File: config.mk
export PLATFORM = sky130hd
export DESIGN_NAME = hall_speed_meter
export DESIGN_NICKNAME = d
export VERILOG_FILES = /design/src/rtl/hall_speed_pkg.sv /design/src/rtl/hall_glitch_filter.sv /design/src/rtl/hall_period_timer.sv /design/src/rtl/hall_rpm_divider.sv /design/src/rtl/hall_speed_meter.sv
export SDC_FILE = /design/constraint.sdc
export NUM_CORES = 1
export LEC_CHECK = 0
export BUFFER_PORTS_ARGS = -buffer_cell sky130_fd_sc_hd__buf_2
export CORE_ASPECT_RATIO = 1.5
export CORE_MARGIN = 4
export CORE_UTILIZATION = 45
export DETAILED_ROUTE_END_ITERATION = 7
export PLACE_DENSITY_LB_ADDON = 0.25
export SYNTH_ARGS = -nofsm -noshare
export SYNTH_HDL_FRONTEND = slang
export SYNTH_SLANG_ARGS = --single-unit
File: constraint.sdc
create_clock -name clk -period 13.7 [get_ports clk]
set_input_delay 2.74 -clock clk [delete_from_list [all_inputs] [get_ports clk]]
set_output_delay 2.74 -clock clk [all_outputs]
set_load 0.01 [all_outputs]
File: src/rtl/hall_speed_pkg.sv
package hall_speed_pkg;

   typedef logic [2:0] hall_code_t;

   // microseconds in one minute: numerator of the speed conversion
   localparam int unsigned US_PER_MIN = 60_000_000;

   function automatic logic hall_code_ok(input hall_code_t c);
      return (c != 3'b000) && (c != 3'b111);
   endfunction

endpackage

File: src/rtl/hall_glitch_filter.sv
module hall_glitch_filter
   import hall_speed_pkg::*;
#(
   parameter int unsigned SYNC_STAGES = 2,
   parameter int unsigned FLT_W       = 4
)(
   input  logic             clk,
   input  logic             rst_n,
   input  logic [2:0]       hall_raw,
   input  logic [FLT_W-1:0] filt_len,
   output hall_code_t       state_o,
   output logic             edge_o,
   output logic             invalid_o
);

   hall_code_t       sync_q [SYNC_STAGES];
   hall_code_t       prev_q;
   hall_code_t       state_q;
   logic [FLT_W-1:0] stab_q;
   logic [FLT_W-1:0] eff_len;
   logic             edge_q;
   logic             inval_q;
   logic             accept;

   for (genvar g = 0; g < SYNC_STAGES; g++) begin : g_sync
      if (g == 0) begin : g_first
         always_ff @(posedge clk or negedge rst_n) begin
            if (!rst_n) sync_q[g] <= '0;
            else        sync_q[g] <= hall_raw;
         end
      end else begin : g_next
         always_ff @(posedge clk or negedge rst_n) begin
            if (!rst_n) sync_q[g] <= '0;
            else        sync_q[g] <= sync_q[g-1];
         end
      end
   end

   assign eff_len = (filt_len == '0) ? FLT_W'(1) : filt_len;
   assign accept  = (prev_q != state_q) && (stab_q >= eff_len);

   always_ff @(posedge clk or negedge rst_n) begin
      if (!rst_n) begin
         prev_q  <= '0;
         stab_q  <= '0;
         state_q <= '0;
         edge_q  <= 1'b0;
         inval_q <= 1'b1;
      end else begin
         prev_q <= sync_q[SYNC_STAGES-1];
         if (sync_q[SYNC_STAGES-1] == prev_q) begin
            if (stab_q != '1) stab_q <= stab_q + 1'b1;
         end else begin
            stab_q <= '0;
         end
         edge_q <= 1'b0;
         if (accept) begin
            state_q <= prev_q;
            edge_q  <= hall_code_ok(prev_q);
            inval_q <= !hall_code_ok(prev_q);
         end
      end
   end

   assign state_o   = state_q;
   assign edge_o    = edge_q;
   assign invalid_o = inval_q;

endmodule

File: src/rtl/hall_period_timer.sv
module hall_period_timer #(
   parameter int unsigned TICK_DIV = 100,
   parameter int unsigned PER_W    = 16
)(
   input  logic             clk,
   input  logic             rst_n,
   input  logic             edge_i,
   output logic [PER_W-1:0] period_o,
   output logic             cap_o,
   output logic             sat_o
);

   localparam int unsigned PRE_W = (TICK_DIV > 1) ? $clog2(TICK_DIV) : 1;

   logic             tick;
   logic [PER_W-1:0] cnt_q;
   logic [PER_W-1:0] cnt_nx;
   logic [PER_W-1:0] period_q;
   logic             cap_q;
   logic             armed_q;

   if (TICK_DIV == 1) begin : g_tick_every
      assign tick = 1'b1;
   end else begin : g_tick_div
      logic [PRE_W-1:0] presc_q;
      assign tick = (presc_q == PRE_W'(TICK_DIV - 1));
      always_ff @(posedge clk or negedge rst_n) begin
         if (!rst_n)      presc_q <= '0;
         else if (edge_i) presc_q <= '0;
         else if (tick)   presc_q <= '0;
         else             presc_q <= presc_q + 1'b1;
      end
   end

   assign sat_o  = (cnt_q == '1);
   assign cnt_nx = (tick && !sat_o) ? cnt_q + 1'b1 : cnt_q;

   always_ff @(posedge clk or negedge rst_n) begin
      if (!rst_n) begin
         cnt_q    <= '0;
         period_q <= '0;
         cap_q    <= 1'b0;
         armed_q  <= 1'b0;
      end else begin
         cap_q <= 1'b0;
         if (edge_i) begin
            if (armed_q) begin
               period_q <= cnt_nx;
               cap_q    <= 1'b1;
            end
            armed_q <= 1'b1;
            cnt_q   <= '0;
         end else begin
            cnt_q <= cnt_nx;
         end
      end
   end

   assign period_o = period_q;
   assign cap_o    = cap_q;

endmodule

File: src/rtl/hall_rpm_divider.sv
module hall_rpm_divider #(
   parameter int unsigned NUMER = 60_000_000,
   parameter int unsigned NUM_W = 26,
   parameter int unsigned DEN_W = 23
)(
   input  logic             clk,
   input  logic             rst_n,
   input  logic             start_i,
   input  logic [DEN_W-1:0] den_i,
   output logic [NUM_W-1:0] quo_o,
   output logic             done_o
);

   localparam int unsigned CW = $clog2(NUM_W + 1);

   logic [NUM_W-1:0] num_q;
   logic [NUM_W-1:0] quo_q;
   logic [DEN_W-1:0] rem_q;
   logic [DEN_W-1:0] den_q;
   logic [CW-1:0]    cnt_q;
   logic             busy_q;
   logic             done_q;
   logic [DEN_W:0]   trial;
   logic [DEN_W-1:0] diff;
   logic             ge;

   assign trial = {rem_q, num_q[NUM_W-1]};
   assign ge    = (trial >= {1'b0, den_q});
   assign diff  = trial[DEN_W-1:0] - den_q;

   always_ff @(posedge clk or negedge rst_n) begin
      if (!rst_n) begin
         num_q  <= '0;
         quo_q  <= '0;
         rem_q  <= '0;
         den_q  <= '0;
         cnt_q  <= '0;
         busy_q <= 1'b0;
         done_q <= 1'b0;
      end else begin
         done_q <= 1'b0;
         if (start_i) begin
            if (den_i == '0) begin
               quo_q  <= '1;
               done_q <= 1'b1;
               busy_q <= 1'b0;
            end else begin
               num_q  <= NUM_W'(NUMER);
               quo_q  <= '0;
               rem_q  <= '0;
               den_q  <= den_i;
               cnt_q  <= CW'(NUM_W);
               busy_q <= 1'b1;
            end
         end else if (busy_q) begin
            rem_q <= ge ? diff : trial[DEN_W-1:0];
            quo_q <= {quo_q[NUM_W-2:0], ge};
            num_q <= {num_q[NUM_W-2:0], 1'b0};
            cnt_q <= cnt_q - 1'b1;
            if (cnt_q == CW'(1)) begin
               busy_q <= 1'b0;
               done_q <= 1'b1;
            end
         end
      end
   end

   assign quo_o  = quo_q;
   assign done_o = done_q;

endmodule

File: src/rtl/hall_speed_meter.sv
module hall_speed_meter
   import hall_speed_pkg::*;
#(
   parameter int unsigned TICK_DIV    = 100,
   parameter int unsigned PER_W       = 16,
   parameter int unsigned PP_W        = 4,
   parameter int unsigned FLT_W       = 4,
   parameter int unsigned RPM_W       = 16,
   parameter int unsigned SYNC_STAGES = 2
)(
   input  logic             clk,
   input  logic             rst_n,
   input  logic [2:0]       hall_in,
   input  logic [FLT_W-1:0] filt_len,
   input  logic [PP_W-1:0]  pole_pairs,
   output logic [2:0]       hall_state,
   output logic             hall_edge,
   output logic             hall_invalid,
   output logic [PER_W-1:0] period_us,
   output logic [RPM_W-1:0] rpm,
   output logic             rpm_valid
);

   localparam int unsigned NUM_W = $clog2(US_PER_MIN + 1);
   localparam int unsigned DEN_W = PER_W + PP_W + 3;

   if (TICK_DIV < 1) begin : g_chk_tick
      $error("TICK_DIV must be at least 1");
   end
   if (SYNC_STAGES < 2) begin : g_chk_sync
      $error("SYNC_STAGES must be at least 2");
   end
   if (PER_W < 8 || PER_W > 24) begin : g_chk_per
      $error("PER_W must lie in 8..24");
   end
   if (RPM_W >= NUM_W || RPM_W < 8) begin : g_chk_rpm
      $error("RPM_W must lie in 8..NUM_W-1");
   end

   hall_code_t       state;
   logic             edge_pls;
   logic             invalid;
   logic [PER_W-1:0] period;
   logic             cap;
   logic             cnt_sat;
   logic             cap_max;
   logic [DEN_W-1:0] den;
   logic [NUM_W-1:0] quo;
   logic             div_done;
   logic [RPM_W-1:0] rpm_q;
   logic             rpm_vld_q;

   hall_glitch_filter #(
      .SYNC_STAGES (SYNC_STAGES),
      .FLT_W       (FLT_W)
   ) u_filter (
      .clk       (clk),
      .rst_n     (rst_n),
      .hall_raw  (hall_in),
      .filt_len  (filt_len),
      .state_o   (state),
      .edge_o    (edge_pls),
      .invalid_o (invalid)
   );

   hall_period_timer #(
      .TICK_DIV (TICK_DIV),
      .PER_W    (PER_W)
   ) u_timer (
      .clk      (clk),
      .rst_n    (rst_n),
      .edge_i   (edge_pls),
      .period_o (period),
      .cap_o    (cap),
      .sat_o    (cnt_sat)
   );

   assign cap_max = (period == '1);
   assign den     = DEN_W'(period) * DEN_W'(6) * DEN_W'(pole_pairs);

   hall_rpm_divider #(
      .NUMER (US_PER_MIN),
      .NUM_W (NUM_W),
      .DEN_W (DEN_W)
   ) u_div (
      .clk     (clk),
      .rst_n   (rst_n),
      .start_i (cap && !cap_max),
      .den_i   (den),
      .quo_o   (quo),
      .done_o  (div_done)
   );

   always_ff @(posedge clk or negedge rst_n) begin
      if (!rst_n) begin
         rpm_q     <= '0;
         rpm_vld_q <= 1'b0;
      end else begin
         rpm_vld_q <= 1'b0;
         if (cap && cap_max) begin
            rpm_q     <= '0;
            rpm_vld_q <= 1'b1;
         end else if (div_done) begin
            rpm_q     <= (|quo[NUM_W-1:RPM_W]) ? '1 : quo[RPM_W-1:0];
            rpm_vld_q <= 1'b1;
         end
         if (cnt_sat) rpm_q <= '0;
      end
   end

   assign hall_state   = state;
   assign hall_edge    = edge_pls;
   assign hall_invalid = invalid;
   assign period_us    = period;
   assign rpm          = rpm_q;
   assign rpm_valid    = rpm_vld_q;

endmodule

**After elaboration in Yosys (flattened, before gate mapping)**

Cells that the tools add are included.

- Add/subtract/negate cells: 5
- Multipliers: 2
- Order comparisons: 2
- Eq/ne operators: 10
- Multiplexer cells: 37
- Bitwise logic cells: 1
- Reduce and logical (&&, ||, !) cells: 17

Operators by type and width:

| operator | number |
|---|---|
| $mux 26 | 6 |
| $mux 16 | 6 |
| $mux 23 | 4 |
| $eq 16x16->1 const B | 2 |
| $ge 24x23->1 | 1 |
| $logic_not 23->1 | 1 |
| $sub 23x23->23 | 1 |
| $mul 18x4->22 | 1 |
| $mul 16x2->18 const B | 1 |
| $add 16x1->16 const B | 1 |
| $mux 5 | 3 |
| $mux 7 | 2 |
| $mux 1 | 13 |
| $mux 4 | 3 |
| $reduce_or 10->1 | 1 |
| $add 7x1->7 const B | 1 |
| $eq 7x7->1 const B | 1 |
| $reduce_and 2->1 | 3 |
| $reduce_bool 3->1 | 2 |
| $eq 5x1->1 const B | 1 |
| $logic_and 1x1->1 | 5 |
| $sub 5x1->5 const B | 1 |
| $add 4x1->4 const B | 1 |
| $ge 4x4->1 | 1 |
| 9 further kinds | 12 |

- Register bits: 180
- Input bits: 13
- Output and inout bits: 38
- Logic and storage cells: 95

**Longest topological paths before layout**

- Depth after elaboration: 5
- Gate-level depth with buffers: 29
- Gate-level depth less buffers: 26

**Modules after synthesis**

A second synthesis with hierarchy kept.

- Cell total of the unflattened synthesis: 1333
- Area, all modules: 11976.5 um^2

Modules (own cells, without submodules):

| module | times used | cells an instance | area each (um^2) | seq. area each (um^2) |
|---|---|---|---|---|
| hall_rpm_divider | 1 | 585 | 5331.4 | 2427.3 |
| hall_speed_meter | 1 | 502 | 3977.6 | 425.4 |
| hall_period_timer | 1 | 182 | 1846.8 | 1026.0 |
| hall_glitch_filter | 1 | 64 | 820.8 | 451.7 |

**Worst setup path after synthesis**

No wires, ideal clock.

- Kind: input to register
- Start point: input pole_pairs[3]
- End point: register u_div.den_q[11]
- Setup time: 0.125 ns
- Data arrival time: 6.731 ns
- Data required time: 13.575 ns
- Path slack: 6.844 ns
- Stages on the path: 16
- Path buffers: 2
- Path through: clkbuf_1 > nand2_1 > fa_1 > fa_1 > inv_1 > fa_1 > a211o_1 > a211o_1 > o211ai_1 > a2111oi_0 > a211oi_1 > and2_1 > nand4b_4 > o21ai_2 > buf_4 > mux2_2

- Cells in the longest elaborated chain, start to end: 4

RTL lines:

| item | line | source |
|---|---|---|
| start, declared | hall_speed_meter.sv:15 | `input logic [PP_W-1:0] pole_pairs,` |
| $mul 18x4->22 * | hall_speed_meter.sv:79 | `assign den = DEN_W'(period) * DEN_W'(6) * DEN_W'(pole_pairs);` |
| $logic_not 23->1 | hall_rpm_divider.sv:43 | `if (den_i == '0) begin` |
| $not 1->1 (no line) | n/a |  |
| $reduce_and 2->1 (no line) | n/a |  |
| end signal, assigned | hall_rpm_divider.sv:51 | `den_q <= den_i;` |
| end, declared | hall_rpm_divider.sv:19 | `logic [DEN_W-1:0] den_q;` |

Every way passes the cells marked *; elsewhere a longest branch is shown, timed or not.
A chain may end at the register's enable or synchronous reset.

**Final worst setup path**

- Start point: register u_timer.period_q[0] (netlist: u_timer.period_o[0])
- End point: register u_div.den_q[4]

- Cells in the longest elaborated chain, start to end: 5
- Elaborated cells between the ends (all ways): 8
- Classes of those cells: mul: 2; eq/ne: 1; bitwise: 1; reduce/logical: 4

RTL lines:

| item | line | source |
|---|---|---|
| start, declared | hall_period_timer.sv:18 | `logic [PER_W-1:0] period_q;` |
| start signal, assigned | hall_period_timer.sv:48 | `period_q <= cnt_nx;` |
| $mul 16x2->18 | hall_speed_meter.sv:79 |  |
| $mul 18x4->22 | hall_speed_meter.sv:79 |  |
| $logic_not 23->1 | hall_rpm_divider.sv:43 |  |
| $not 1->1 (no line) | n/a |  |
| $reduce_and 2->1 (no line) | n/a |  |

Parallel ways exist; a longest one is shown, timed or not.

==> results.tsv <==
metric	value	unit
drv_cap	0	
drt_iter0_drc	385	
grt_pass1_vias	8466	
drv_slew	0	
fin_nets	1333	
fill_cells	2328	
max_freq	138	MHz
r2r_cells	25	
holdBufCountCts	0	
cts_made_buffers	17	
drc	0	
fin_tns_setup	0	ns
setup_viol	0	
grt_pass1_wl	41.0	mm
grt_usage	18.1	%
post_cts_resized	0	
clock-skew-final	0.00849	ns
grt_max_degree	100	
final-hold-violation-count	0	
firstDrtPassIters	4	
cts.sinks	172	
clk_latency	0.44	ns
multi_input_area	6480	um^2
slowest_delay	0.72	ns
syn-cell-area	11400	um^2
grt_overflow_total	0	
dp_hpwl	17.7	mm
netlist.area_leader.share	37.7	%
routedWlPerCell	15.5	um
synthArstFlopShare	100	%
period_share	53.0	%
yosysMostFrequentCell	dfrtp_1	
cp.depth	25	
fin_crit	7.26	ns
cts_tree	done	
routed_wl	24.1	mm
crit_buf_inv	4	
cp-endpoint	u_div.den_q[4]$_DFFE_PN0P_	
cp_top_family	compound AO/OA/AOI/OAI gates	
ys_ff_latch	172	
diodes	0	
regArea	4310	um^2
dominantRegCellSynth	dfrtp_1	
cts_buffer_depth	2	
cp.arrival	7.58	ns
cp.required	14.03	ns
syn_avg_cell_area	9.61	um^2
place.gp.congestion	0.802	
postCtsSetupBuffers	0	
ys_warn_count	0	
synth_cells	1182	
crit_type	reg2reg	
hold_class	reg2reg	
max_slew_margin	24.2	%
synth_cell_types	74	
ys_seq_area_share	37.9	%
worst_pin_slew	1.14	ns
antenna_found_initial	0	
synth_edf_count	0	
initial_core_util	45.5	%
cp_max_fo	43	
synth_top_cell_by_area	dfrtp_1	
cpMaxStageDelayCell	o41ai_1	
die_h	203	um
syn_nets	1302	
postRouteAntennaNets	0	
r2r_slack	6.44	ns
area_growth	9.95	%
vias	8491	
boundaryPins	51	
cts-root-buf	clkbuf_16	
synth_common_cells	dfrtp_1 (171), nor2_1 (112), inv_1 (104), ha_1 (73), nand2_1 (65)	
die_w	138	um
status	completed	
r2r_start	u_timer.period_o[0]$_DFFE_PN0P_	
drive_gt1_share	9.62	%
port_buffers	50	
clk_pin_slew	0.07	ns
crit_start	u_timer.period_o[0]$_DFFE_PN0P_	
critPathLaunchType	flop	
coreArea	25000	um^2
synth.area.top_cells	dfrtp_1 (38%), ha_1 (8.0%), fa_1 (6.0%)	
cts.htree.levels	4	
vias_per_cell	5.46	
rsz0062_at_grt	false	
fp.dieArea	27900	um^2
fp-row-count	71	
worstSetupEndpointType	flop	
r2r-end	u_div.den_q[4]$_DFFE_PN0P_	
## per-layer routing
| metal | global-route usage (%) | share of wire [%] | vias to the layer above |
|---|---|---|---|
| li1 | - | - | 4229 |
| met1 | 22.5 | 43 | 4151 |
| met2 | 31.7 | 53 | 85 |
| met3 | 3.40 | 2.6 | 26 |
| met4 | 5.26 | 1.7 | 0 |
| met5 | 0 | 0 | - |
## per-stage QoR
stage / hold WS [ns] / cells / cell area, um^2 / worst slack, ns / util [%]
2_1_floorplan: 0.331 / 1182 / 11400 / 6.84 / -
3_3_place_gp: 0.335 / 1522 / 11900 / 6.16 / 47.7
3_5_place_dp: 0.336 / 1522 / 11900 / 6.08 / 47.7
4_1_cts: 0.350 / 1554 / 12500 / 6.45 / 50.1
5_1_grt: 0.358 / 1554 / 12500 / 5.99 / 50.1
6_report: 0.349 / 1554 / 12500 / 6.44 / 50.1
## worst min path at each step
| stage | cells past startpoint | endpoint | startpoint | slack [ns] |
|---|---|---|---|---|
| 6_report | 0 | u_filter.sync_q[2]$_DFF_PN0_ | u_filter.sync_q[5]$_DFF_PN0_ | 0.35 |
| 5_1_grt | 0 | u_filter.sync_q[1]$_DFF_PN0_ | u_filter.sync_q[4]$_DFF_PN0_ | 0.36 |
| 4_1_cts | 0 | u_filter.sync_q[2]$_DFF_PN0_ | u_filter.sync_q[5]$_DFF_PN0_ | 0.35 |
| 3_5_place_dp | 0 | u_filter.sync_q[1]$_DFF_PN0_ | u_filter.sync_q[4]$_DFF_PN0_ | 0.34 |
| 3_3_place_gp | 0 | u_filter.sync_q[0]$_DFF_PN0_ | u_filter.sync_q[3]$_DFF_PN0_ | 0.34 |
| 2_1_floorplan | 0 | u_filter.sync_q[0]$_DFF_PN0_ | u_filter.sync_q[3]$_DFF_PN0_ | 0.33 |
## registers in the layout, summed over array words and instances (netlist names), 3 cells and up
name / cells
u_div.cnt_q: 5
u_timer.g_tick_div.presc_q: 7
u_div.quo_o: 26
rpm: 16
u_filter.prev_q: 3
u_filter.state_o: 3
u_div.num_q: 18
u_div.rem_q: 23
u_timer.period_o: 16
u_timer.cnt_q: 16
u_filter.sync_q: 6
u_div.den_q: 22
u_filter.stab_q: 4
## cell usage in the layout (no fill, tap or decap), drive strengths merged, types with 14 or more instances in the layout
cell,Yosys,layout
clkbuf,33,18
nor2,112,112
nand2b,16,16
o21ai,33,33
o2bb2ai,20,20
o22ai,16,16
fa,34,34
mux2i,40,40
xnor2,44,44
a21oi,61,61
nand3,24,24
xor2,20,20
a21boi,25,25
and2,41,41
a21o,14,14
nor3,25,25
inv,105,112
buf,13,58
dfrtp,171,171
nand2,65,65
ha,73,73
a22o,16,16
## worst register-to-register path, cell delays in order (launching register included)
cell and delay [ns]:
dfrtp_1 0.48, ha_1 0.29, inv_1 0.07, fa_1 0.40, nor2b_1 0.12, o21ai_0 0.10
a21oi_1 0.21, o21ai_0 0.13, a21oi_1 0.29, a211oi_1 0.21, o41ai_1 0.72, nor3_1 0.15
fa_1 0.53, inv_1 0.05, fa_1 0.52, inv_1 0.04, ha_1 0.35, a211oi_1 0.37
or3_1 0.17, o211ai_1 0.10, a311oi_1 0.36, and2_1 0.23, nand4b_4 0.17, o21ai_4 0.23
buf_4 0.44, mux2_2 0.40
## logic make-up after synthesis
group | share of synthesized area [%]
buf+inv | 5.25
compound gates | 17.6
xor+xnor | 5.00
mux | 4.61
simple gates | 15.6
fa+ha+maj | 14.0
flops | 37.9
## layout make-up
class / instances / area share (%)
clock buffer: 18 / 3.43
clock inverter: 14 / 1.24
tap: 328 / 3.28
timing repair buffer: 58 / 2.53
multi-input combinational: 859 / 51.9
sequential: 172 / 34.5
inverter: 105 / 3.15
Power is left out: the tool's default activity adds up to more than one toggle a clock period on the data nets, which glitch-free logic cannot reach.
